===== config.mk =====
export PLATFORM = sky130hd
export DESIGN_NAME = edge_stamp_capture
export DESIGN_NICKNAME = d
export VERILOG_FILES = /design/src/rtl/esc_pkg.sv /design/src/rtl/esc_ctrl.sv /design/src/rtl/esc_datapath.sv /design/src/rtl/edge_stamp_capture.sv
export SDC_FILE = /design/constraint.sdc
export NUM_CORES = 1
export LEC_CHECK = 0
export CAP_MARGIN = 40
export CORE_MARGIN = 5
export CORE_UTILIZATION = 51
export DETAILED_ROUTE_END_ITERATION = 6
export DONT_BUFFER_PORTS = 1
export PLACE_DENSITY = 0.69
export SLEW_MARGIN = 20
export SYNTH_ARGS = -nofsm -noshare
export SYNTH_HDL_FRONTEND = slang
export SYNTH_SLANG_ARGS = --single-unit

===== constraint.sdc =====
create_clock -name clk -period 2.7 [get_ports clk]
set_input_delay 0 -clock clk [delete_from_list [all_inputs] [get_ports clk]]
set_output_delay 0 -clock clk [all_outputs]
set_load 0.005 [all_outputs]

===== src/rtl/esc_pkg.sv =====
package esc_pkg;

  localparam logic [2:0] MODE_OFF    = 3'd0;
  localparam logic [2:0] MODE_ANY    = 3'd1;
  localparam logic [2:0] MODE_FALL   = 3'd2;
  localparam logic [2:0] MODE_RISE   = 3'd3;
  localparam logic [2:0] MODE_RISE4  = 3'd4;
  localparam logic [2:0] MODE_RISE16 = 3'd5;

  // strobes from control to datapath
  typedef struct packed {
    logic capture;    // qualified edge this cycle
    logic level;      // synchronised level after the edge
    logic arm;        // start of a capture run
    logic syncLevel;  // current synchronised level
  } ctrlStb_t;

endpackage


===== src/rtl/esc_ctrl.sv =====
module esc_ctrl
  import esc_pkg::*;
#(
  parameter int SYNC_STAGES = 2,
  parameter int DIV_LO      = 4,
  parameter int DIV_HI      = 16
) (
  input  logic       clk,
  input  logic       rstN,
  input  logic       sigIn,
  input  logic [2:0] modeSel,
  input  logic       armPulse,
  output ctrlStb_t   stb
);

  localparam int PRE_W = $clog2(DIV_HI);
  localparam logic [PRE_W-1:0] LO_LAST = PRE_W'(DIV_LO - 1);
  localparam logic [PRE_W-1:0] HI_LAST = PRE_W'(DIV_HI - 1);

  logic [SYNC_STAGES-1:0] syncQ;
  logic prevQ;
  logic [2:0] modeQ;
  logic [PRE_W-1:0] preCnt;

  logic level, riseEv, fallEv, preClear, preHit, capture;

  generate
    if (SYNC_STAGES == 1) begin : g_sync1
      always_ff @(posedge clk or negedge rstN)
        if (!rstN) syncQ <= '0;
        else       syncQ <= sigIn;
    end else begin : g_syncN
      always_ff @(posedge clk or negedge rstN)
        if (!rstN) syncQ <= '0;
        else       syncQ <= {syncQ[SYNC_STAGES-2:0], sigIn};
    end
  endgenerate

  assign level  = syncQ[SYNC_STAGES-1];
  assign riseEv = level & ~prevQ;
  assign fallEv = ~level & prevQ;
  assign preClear = armPulse | (modeSel != modeQ);

  always_comb begin
    preHit = 1'b0;
    if (!preClear && riseEv) begin
      if (modeSel == MODE_RISE4)  preHit = (preCnt == LO_LAST);
      if (modeSel == MODE_RISE16) preHit = (preCnt == HI_LAST);
    end
  end

  always_comb begin
    case (modeSel)
      MODE_ANY:                capture = riseEv | fallEv;
      MODE_FALL:               capture = fallEv;
      MODE_RISE:               capture = riseEv;
      MODE_RISE4, MODE_RISE16: capture = preHit;
      default:                 capture = 1'b0;
    endcase
  end

  always_ff @(posedge clk or negedge rstN) begin
    if (!rstN) begin
      prevQ  <= 1'b0;
      modeQ  <= MODE_OFF;
      preCnt <= '0;
    end else begin
      prevQ <= level;
      modeQ <= modeSel;
      if (preClear || preHit)  preCnt <= '0;
      else if (riseEv)         preCnt <= preCnt + 1'b1;
    end
  end

  assign stb.capture   = capture;
  assign stb.level     = level;
  assign stb.arm       = armPulse;
  assign stb.syncLevel = level;

  // unused codes never produce a capture strobe
  assert_mode_gate_R2: assert property (@(posedge clk) disable iff (!rstN)
    stb.capture |-> (modeSel >= MODE_ANY && modeSel <= MODE_RISE16));

  // falling mode events always carry a low level
  assert_fall_level_R4: assert property (@(posedge clk) disable iff (!rstN)
    (stb.capture && modeSel == MODE_FALL) |-> !stb.level);

  // rising and prescaled events carry a high level
  assert_rise_level_R5: assert property (@(posedge clk) disable iff (!rstN)
    (stb.capture && modeSel >= MODE_RISE) |-> stb.level);

endmodule


===== src/rtl/esc_datapath.sv =====
module esc_datapath
  import esc_pkg::*;
#(
  parameter int TS_WIDTH  = 32,
  parameter int CNT_WIDTH = 16
) (
  input  logic                 clk,
  input  logic                 rstN,
  input  ctrlStb_t             stb,
  input  logic                 evReady,
  output logic                 evValid,
  output logic [TS_WIDTH-1:0]  evStamp,
  output logic                 evLevel,
  output logic                 initLevel,
  output logic [CNT_WIDTH-1:0] eventCount,
  output logic                 overflow
);

  logic [TS_WIDTH-1:0] tsCount;
  logic slotFree, accept, drop;

  assign slotFree = !evValid || evReady;
  assign accept   = stb.capture && slotFree;
  assign drop     = stb.capture && !slotFree;

  always_ff @(posedge clk or negedge rstN)
    if (!rstN) tsCount <= '0;
    else       tsCount <= tsCount + 1'b1;

  always_ff @(posedge clk or negedge rstN) begin
    if (!rstN) begin
      evValid <= 1'b0;
      evStamp <= '0;
      evLevel <= 1'b0;
    end else if (accept) begin
      evValid <= 1'b1;
      evStamp <= tsCount;
      evLevel <= stb.level;
    end else if (evReady) begin
      evValid <= 1'b0;
    end
  end

  always_ff @(posedge clk or negedge rstN) begin
    if (!rstN) begin
      initLevel  <= 1'b0;
      eventCount <= '0;
      overflow   <= 1'b0;
    end else if (stb.arm) begin
      initLevel  <= stb.syncLevel;
      eventCount <= CNT_WIDTH'(accept);
      overflow   <= 1'b0;
    end else begin
      eventCount <= eventCount + CNT_WIDTH'(accept);
      overflow   <= overflow | drop;
    end
  end

  // stalled slot keeps its contents
  assert_hold_R9: assert property (@(posedge clk) disable iff (!rstN)
    (evValid && !evReady) |=> (evValid && $stable(evStamp) && $stable(evLevel)));

  // overflow stays set until an arm
  assert_overflow_sticky_R9: assert property (@(posedge clk) disable iff (!rstN)
    (overflow && !stb.arm) |=> overflow);

  // arm leaves the overflow flag clear
  assert_arm_clear_R8: assert property (@(posedge clk) disable iff (!rstN)
    stb.arm |=> !overflow);

  // each loaded event adds one to the count
  assert_count_step_R10: assert property (@(posedge clk) disable iff (!rstN)
    (accept && !stb.arm) |=> (eventCount == CNT_WIDTH'($past(eventCount) + 1'b1)));

endmodule


===== src/rtl/edge_stamp_capture.sv =====
module edge_stamp_capture
  import esc_pkg::*;
#(
  parameter int TS_WIDTH  = 32,
  parameter int CNT_WIDTH = 16
) (
  input  logic                 clk,
  input  logic                 rstN,
  input  logic                 sigIn,
  input  logic [2:0]           modeSel,
  input  logic                 armPulse,
  input  logic                 evReady,
  output logic                 evValid,
  output logic [TS_WIDTH-1:0]  evStamp,
  output logic                 evLevel,
  output logic                 initLevel,
  output logic [CNT_WIDTH-1:0] eventCount,
  output logic                 overflow
);

  ctrlStb_t stb;

  esc_ctrl #(.SYNC_STAGES(2), .DIV_LO(4), .DIV_HI(16)) u_ctrl (
    .clk(clk), .rstN(rstN), .sigIn(sigIn), .modeSel(modeSel),
    .armPulse(armPulse), .stb(stb)
  );

  esc_datapath #(.TS_WIDTH(TS_WIDTH), .CNT_WIDTH(CNT_WIDTH)) u_dp (
    .clk(clk), .rstN(rstN), .stb(stb), .evReady(evReady),
    .evValid(evValid), .evStamp(evStamp), .evLevel(evLevel),
    .initLevel(initLevel), .eventCount(eventCount), .overflow(overflow)
  );

endmodule


* After elaboration in Yosys (flattened, before gate mapping) *
Index checks and enable logic that the tools add are counted.

operators by class
  eq/ne operators = 8
  mux-type cells = 10
  bitwise operators = 7
  reductions and logical operators = 11
  $add $sub $neg = 3

operators with widths
  kind                                                              count
  32-bit by 1-bit adder with 32-bit output (second input constant)  1
  16-bit by 1-bit adder with 16-bit output                          1
  16-bit 2-to-1 mux                                                 1
  4-bit 2-to-1 mux                                                  2
  3-bit by 2-bit == test with 1-bit output (second input constant)  2
  3-bit == test (second input constant)                             2
  1-bit 2-to-1 mux                                                  6
  4-bit by 1-bit adder with 4-bit output (second input constant)    1
  4-bit by 2-bit == test with 1-bit output (second input constant)  1
  4-bit == test (second input constant)                             1
  1-bit one-hot mux with 4 select lines                             1
  2-bit nonzero test                                                2
  3-bit by 1-bit == test with 1-bit output (second input constant)  1
  1-bit logical AND                                                 3
  1-bit logical NOT                                                 3
  3-bit inequality test                                             1
  1-bit OR                                                          3
  1-bit AND                                                         2
  1-bit logical OR                                                  2
  1-bit NOT                                                         2
  2-bit OR reduction                                                1

word-level totals
  word-level logic and storage cells = 50
  output and inout bits = 52
  input port bits = 8
  register bits = 94

* Logic depth before layout (Yosys ltp) *
  word-level depth = 9
  gate-level depth with buffers = 12
  depth with buffers taken out = 10

* Modules after synthesis *
From an unflattened synthesis, not the netlist that was laid out.

second synthesis, totals
  cells, all modules = 326
  area total of the unflattened synthesis = 4068.9 um^2

by module, submodules not included
  module        times used  area an instance (um^2)  seq. area each (um^2)  cells each
  esc_datapath  1           3542.1                   2102.0                 283
  esc_ctrl      1           526.8                    250.2                  43

* Least setup slack after synthesis *
Ideal clock, no wire load.

  path kind = register to register
  start = reg u_ctrl.modeQ[2]
  end = reg u_dp.eventCount[14]
  clock period less this slack = 2.816 ns
  arrival time = 2.738 ns
  stages on the path, launching flop included = 11
  path slack = -0.116 ns
  path buffers = 2
  library setup time = 0.078 ns
  path through = dfrtp_1 -> xor2_1 -> or4_4 -> o22ai_4 -> buf_6 -> ha_1 -> and3_1 -> clkbuf_1 -> nand3_1 -> or4_1 -> a21oi_1

on the way
  cells in the longest elaborated chain, start to end = 9

RTL lines
  what                                      RTL line            RTL
  start: declaration                        esc_ctrl.sv:22      logic [2:0] modeQ;
  start signal: assignment                  esc_ctrl.sv:69      modeQ <= modeSel;
  3-bit inequality test                     esc_ctrl.sv:42      assign preClear = armPulse | (modeSel != modeQ);
  1-bit OR                                  esc_ctrl.sv:42
  1-bit logical NOT                         esc_ctrl.sv:46      if (!preClear && riseEv) begin
  1-bit logical AND                         esc_ctrl.sv:46
  1-bit 2-to-1 mux                          esc_ctrl.sv:46
  1-bit one-hot mux with 4 select lines     esc_ctrl.sv:53      case (modeSel)
  1-bit logical AND                         esc_datapath.sv:23  assign accept = stb.capture && slotFree;
  named net u_dp.accept                     esc_datapath.sv:20  logic slotFree, accept, drop;
  16-bit by 1-bit adder with 16-bit output  esc_datapath.sv:54  eventCount <= eventCount + CNT_WIDTH'(accept);
  16-bit 2-to-1 mux                         esc_datapath.sv:49  end else if (stb.arm) begin
  end signal: assignment                    esc_datapath.sv:51  eventCount <= CNT_WIDTH'(accept);
  end signal: assignment                    esc_datapath.sv:54
  end: declaration                          esc_datapath.sv:15  output logic [CNT_WIDTH-1:0] eventCount,

The timed path passes the listed nets, and every way through them passes these cells.
A chain may end at the register's enable or synchronous reset.

* Final worst setup path *
  start = reg u_ctrl.syncQ[1]
  end = reg u_dp.eventCount[15]

on the way
  cells in the longest elaborated chain, start to end = 7
  elaborated cells between the ends (all ways) = 10

RTL lines
  what                                                   RTL line                        RTL
  start: declaration                                     esc_ctrl.sv:20                  logic [SYNC_STAGES-1:0] syncQ;
  start signal: assignment                               esc_ctrl.sv:35                  else syncQ <= {syncQ[SYNC_STAGES-2:0], sigIn};
  1-bit AND / 1-bit NOT (equally long branches)          esc_ctrl.sv:40, esc_ctrl.sv:41
  1-bit logical AND / 1-bit AND (equally long branches)  esc_ctrl.sv:46, esc_ctrl.sv:41
  1-bit 2-to-1 mux / 1-bit OR (equally long branches)    esc_ctrl.sv:46, esc_ctrl.sv:54
  1-bit one-hot mux with 4 select lines *                esc_ctrl.sv:53
  1-bit logical AND *                                    esc_datapath.sv:23
  16-bit by 1-bit adder with 16-bit output *             esc_datapath.sv:54
  16-bit 2-to-1 mux *                                    esc_datapath.sv:49

Mark *: on every way between the ends. The rest lies on a longest branch, timed or not.

==> results.sh <==
export IMPL_antenna_left=0
export IMPL_end_kind="flop"
export IMPL_syn_avg_cell_area_um2=12.61
export IMPL_cts_made_buffers=9
export IMPL_core_um2=7687
export IMPL_area_delta_synth_final_pct=12.48
export IMPL_dp_hpwl_um=4799
export IMPL_path_buf_inv=1
export IMPL_dieArea_um2=9734
export IMPL_die_x_um=98.66
export IMPL_cts_root_buf="clkbuf_8"
export IMPL_die_y_um=98.66
export IMPL_grt_max_degree=95
export IMPL_cts_sinks=94
export IMPL_h_tree_depth=3
export IMPL_grt_use_met1=0.2056
export IMPL_clockBufferDepth=2
export IMPL_insertedDiodeCount=0
export IMPL_hold_path_class="in2reg"
export IMPL_r2r_end="u_dp.eventCount[15]$_DFF_PN0_"
export IMPL_ios=60
export IMPL_fin_crit_sh=0.9323
export IMPL_criticalPathCategory="reg2reg"
export IMPL_grt_ovfl_total=0
export IMPL_slowest_delay_ns=0.41
export IMPL_cp_cell_sequence="inv_1 -> ha_1 -> nand2b_1 -> a41oi_1 -> o22ai_4 -> ha_1 -> and3_1 -> nand4_1 -> or3_1 -> a21oi_1"
export IMPL_grt_use_total=0.1597
export IMPL_gp_congestion=0.8050
export IMPL_power_total_mw=2.770
export IMPL_antenna_found_initial=0
export IMPL_path_max_fanout=5
export IMPL_synth_seq_cells=94
export IMPL_syn_area_um2=4009
export IMPL_fmax_mhz=397.3
export IMPL_layout_drive_gt1_share=0.1799
export IMPL_initialDrtViolationCount=92
export IMPL_p_leak_nw=2.083
export IMPL_r2r_start="u_ctrl.syncQ[1]$_DFF_PN0_"
export IMPL_setup_viol=0
export IMPL_fp_row_count=32
export IMPL_reg2regPathDepth=10
export IMPL_min_delay_start="armPulse"
export IMPL_ys_warn_count=0
export IMPL_clkTransAtPathRegs_ns=0.08
export IMPL_cts_tree="done"
export IMPL_worstHoldEndpoint="u_dp.evValid$_DFFE_PN0P_"
export IMPL_cp_data_required_time_ns=2.97
export IMPL_vias_per_cell=5.490
export IMPL_yosysSeqAreaShare=0.5868
export IMPL_worstSkewPairLatency_ns=0.36
export IMPL_wl_per_cell_um=16.33
export IMPL_ir_drop_v=0.0003723
export IMPL_vias=2421
export IMPL_drv_slew=0
export IMPL_synth_cell_types=38
export IMPL_grtUsageMet2=0.2444
export IMPL_io_buffers=0
export IMPL_skew_ns=0.01035
export IMPL_synth_nets=332
export IMPL_cp_start_kind="flop"
export IMPL_slew_headroom=0.4964
export IMPL_path_common_cell="ha_1"
export IMPL_r2r_slack_ns=0.18
export IMPL_outcome="finished, final reports clean"
export IMPL_wirelength_um=7203
export IMPL_drcViolationCount=0
export IMPL_critPathSlowestCell="dfrtp_1"
export IMPL_min_path_cells=3
export IMPL_final_cell_area_um2=4509
export IMPL_period_minus_slack_ns=2.517
export IMPL_path_delay_family="simple AND/OR/NAND/NOR gates"
export IMPL_start_util=0.5215
export IMPL_detailed_place_area_um2=4146
export IMPL_tightest_slew_ns=0.7529
export IMPL_final_nets=350
export IMPL_drv_cap=0
export IMPL_top_usage_layer="met2"
export IMPL_globalRouteMet3Util=0.06157
export IMPL_pre_cts_ws_ns=0.1760
export IMPL_power_density_nw_per_um2=614.2
export IMPL_grt_pass1_wl_um=12560
export IMPL_syn_inst=318
export IMPL_first_pass_iters=4
export IMPL_hold_viol_final=0
export IMPL_arrival_ns=2.79
export IMPL_fin_ws_ns=0.1827
export IMPL_first_global_vias=2513
-- worst max-delay path by stage --
stage | start | end | slack [ns] | cells past startpoint
2_1_floorplan | u_ctrl.modeQ[2]$_DFF_PN0_ | u_dp.eventCount[14]$_DFF_PN0_ | 0.02 | 10
3_3_place_gp | u_ctrl.modeQ[2]$_DFF_PN0_ | u_dp.eventCount[15]$_DFF_PN0_ | 0.27 | 8
3_5_place_dp | u_ctrl.modeQ[2]$_DFF_PN0_ | u_dp.eventCount[15]$_DFF_PN0_ | 0.18 | 8
4_1_cts | u_ctrl.modeQ[2]$_DFF_PN0_ | u_dp.eventCount[15]$_DFF_PN0_ | 0.14 | 8
5_1_grt | u_ctrl.syncQ[1]$_DFF_PN0_ | u_dp.eventCount[15]$_DFF_PN0_ | -0.007 | 10
6_report | u_ctrl.syncQ[1]$_DFF_PN0_ | u_dp.eventCount[15]$_DFF_PN0_ | 0.18 | 10
-- per-stage QoR --
stage	std cells	hold WS, ns	util	setup TNS [ns]
floorplan	318	-0.2956	-	0
global placement	418	-0.2933	0.5394	0
detailed placement	418	-0.2934	0.5394	0
CTS	440	0.006607	0.5856	0
global route	441	0.02753	0.5866	-0.007212
finish	441	0.01796	0.5866	0
-- worst min-delay path, delay by kind of cell --
kind             cells  cell delay, ns
AND/OR/NAND/NOR      2            0.18
AO/OA/AOI/OAI        1            0.15
-- registers in the layout, indices dropped and copies added, names as in the netlist, 2 cells and up --
name,count
u_dp.eventCount,16
u_ctrl.syncQ,2
u_ctrl.modeQ,3
u_ctrl.preCnt,4
u_dp.evStamp,32
u_dp.tsCount,32
-- metal layers --
layer  wire, µm  vias up
li1           -     1147
met5          0        -
met3        553       12
met2       3393       60
met1       3133     1202
met4        122        0
-- power breakdown --
group | internal [mW] | total (mW) | leakage (nW) | switching (mW)
clock | 0.724 | 1.18 | 0.128 | 0.452
combinational | 0.0558 | 0.122 | 0.692 | 0.0667
sequential | 1.44 | 1.47 | 1.26 | 0.0299
-- layout make-up --
cell class              instances  area [µm²]
multi-input cells             208        1592
clock inverters                 4       120.1
well taps                     102       127.6
flip-flops and latches         94        2352
clock buffers                  10       137.6
repair buffers                 15       150.1
fillers                       639        3178
inverters                       8       30.03
-- cells by family after synthesis --
group | Yosys count | share of synthesized area
buffers and inverters | 16 | 0.02060
muxes | 37 | 0.1033
adders and majority gates | 6 | 0.01873
and+or+nand+nor | 104 | 0.1451
xor gates and xnor gates | 45 | 0.09832
DFF | 94 | 0.5868
AOI/OAI and AO/OA | 16 | 0.02715
-- repair_timing --
| action | in CTS | in global routing |
|---|---|---|
| hold buffers | 8 | 0 |
| setup buffers | 0 | 1 |
| gates resized for setup | 0 | 0 |
| hold endpoints to repair | 117 | 0 |
| endpoints found under the setup margin | 0 | 1 |
-- layout by cell type (no fill, tap or decap), types with 8 or more instances in the layout --
cell type / count
dfrtp_1: 94
mux2_2: 32
xnor2_1: 24
nand3_1: 21
xor2_1: 21
nor2_1: 19
nand4_1: 16
nand2_1: 13
and3_1: 10
clkbuf_8: 10
inv_1: 8
-- cells in the mapped netlist --
library cell | count | area, µm²
clkbuf_1 | 4 | 15.01
a41oi_1 | 1 | 8.760
o22ai_4 | 1 | 20.02
buf_1 | 1 | 3.750
o21ai_1 | 1 | 5.000
dfrtp_1 | 94 | 2352
o21a_1 | 1 | 7.510
o21ai_0 | 5 | 25.02
ha_1 | 6 | 75.07
buf_6 | 3 | 33.78
nor3_1 | 1 | 5.000
mux2_2 | 32 | 360.4
or4_1 | 1 | 7.510
nand4_1 | 16 | 100.1
nand2_1 | 13 | 48.80
and4_1 | 4 | 35.03
o211ai_1 | 1 | 7.510
and3_1 | 10 | 62.56
nor2b_1 | 1 | 6.260
o31ai_1 | 2 | 15.01
inv_1 | 8 | 30.03
and2_1 | 1 | 6.260
nor3_2 | 2 | 20.02
and4b_1 | 1 | 10.01
mux2i_1 | 2 | 20.02
nor2_1 | 19 | 71.32
nand2b_1 | 4 | 25.02
nand3b_1 | 2 | 15.01
and4bb_2 | 1 | 12.51
mux2_1 | 3 | 33.78
nor4bb_1 | 1 | 10.01
nor4_1 | 2 | 12.51
xor2_1 | 21 | 183.9
or3_1 | 2 | 12.51
a21oi_1 | 4 | 20.02
nand3_1 | 22 | 110.1
or4_4 | 1 | 11.26
xnor2_1 | 24 | 210.2
No activity file was read; power rests on OpenSTA's default activity.
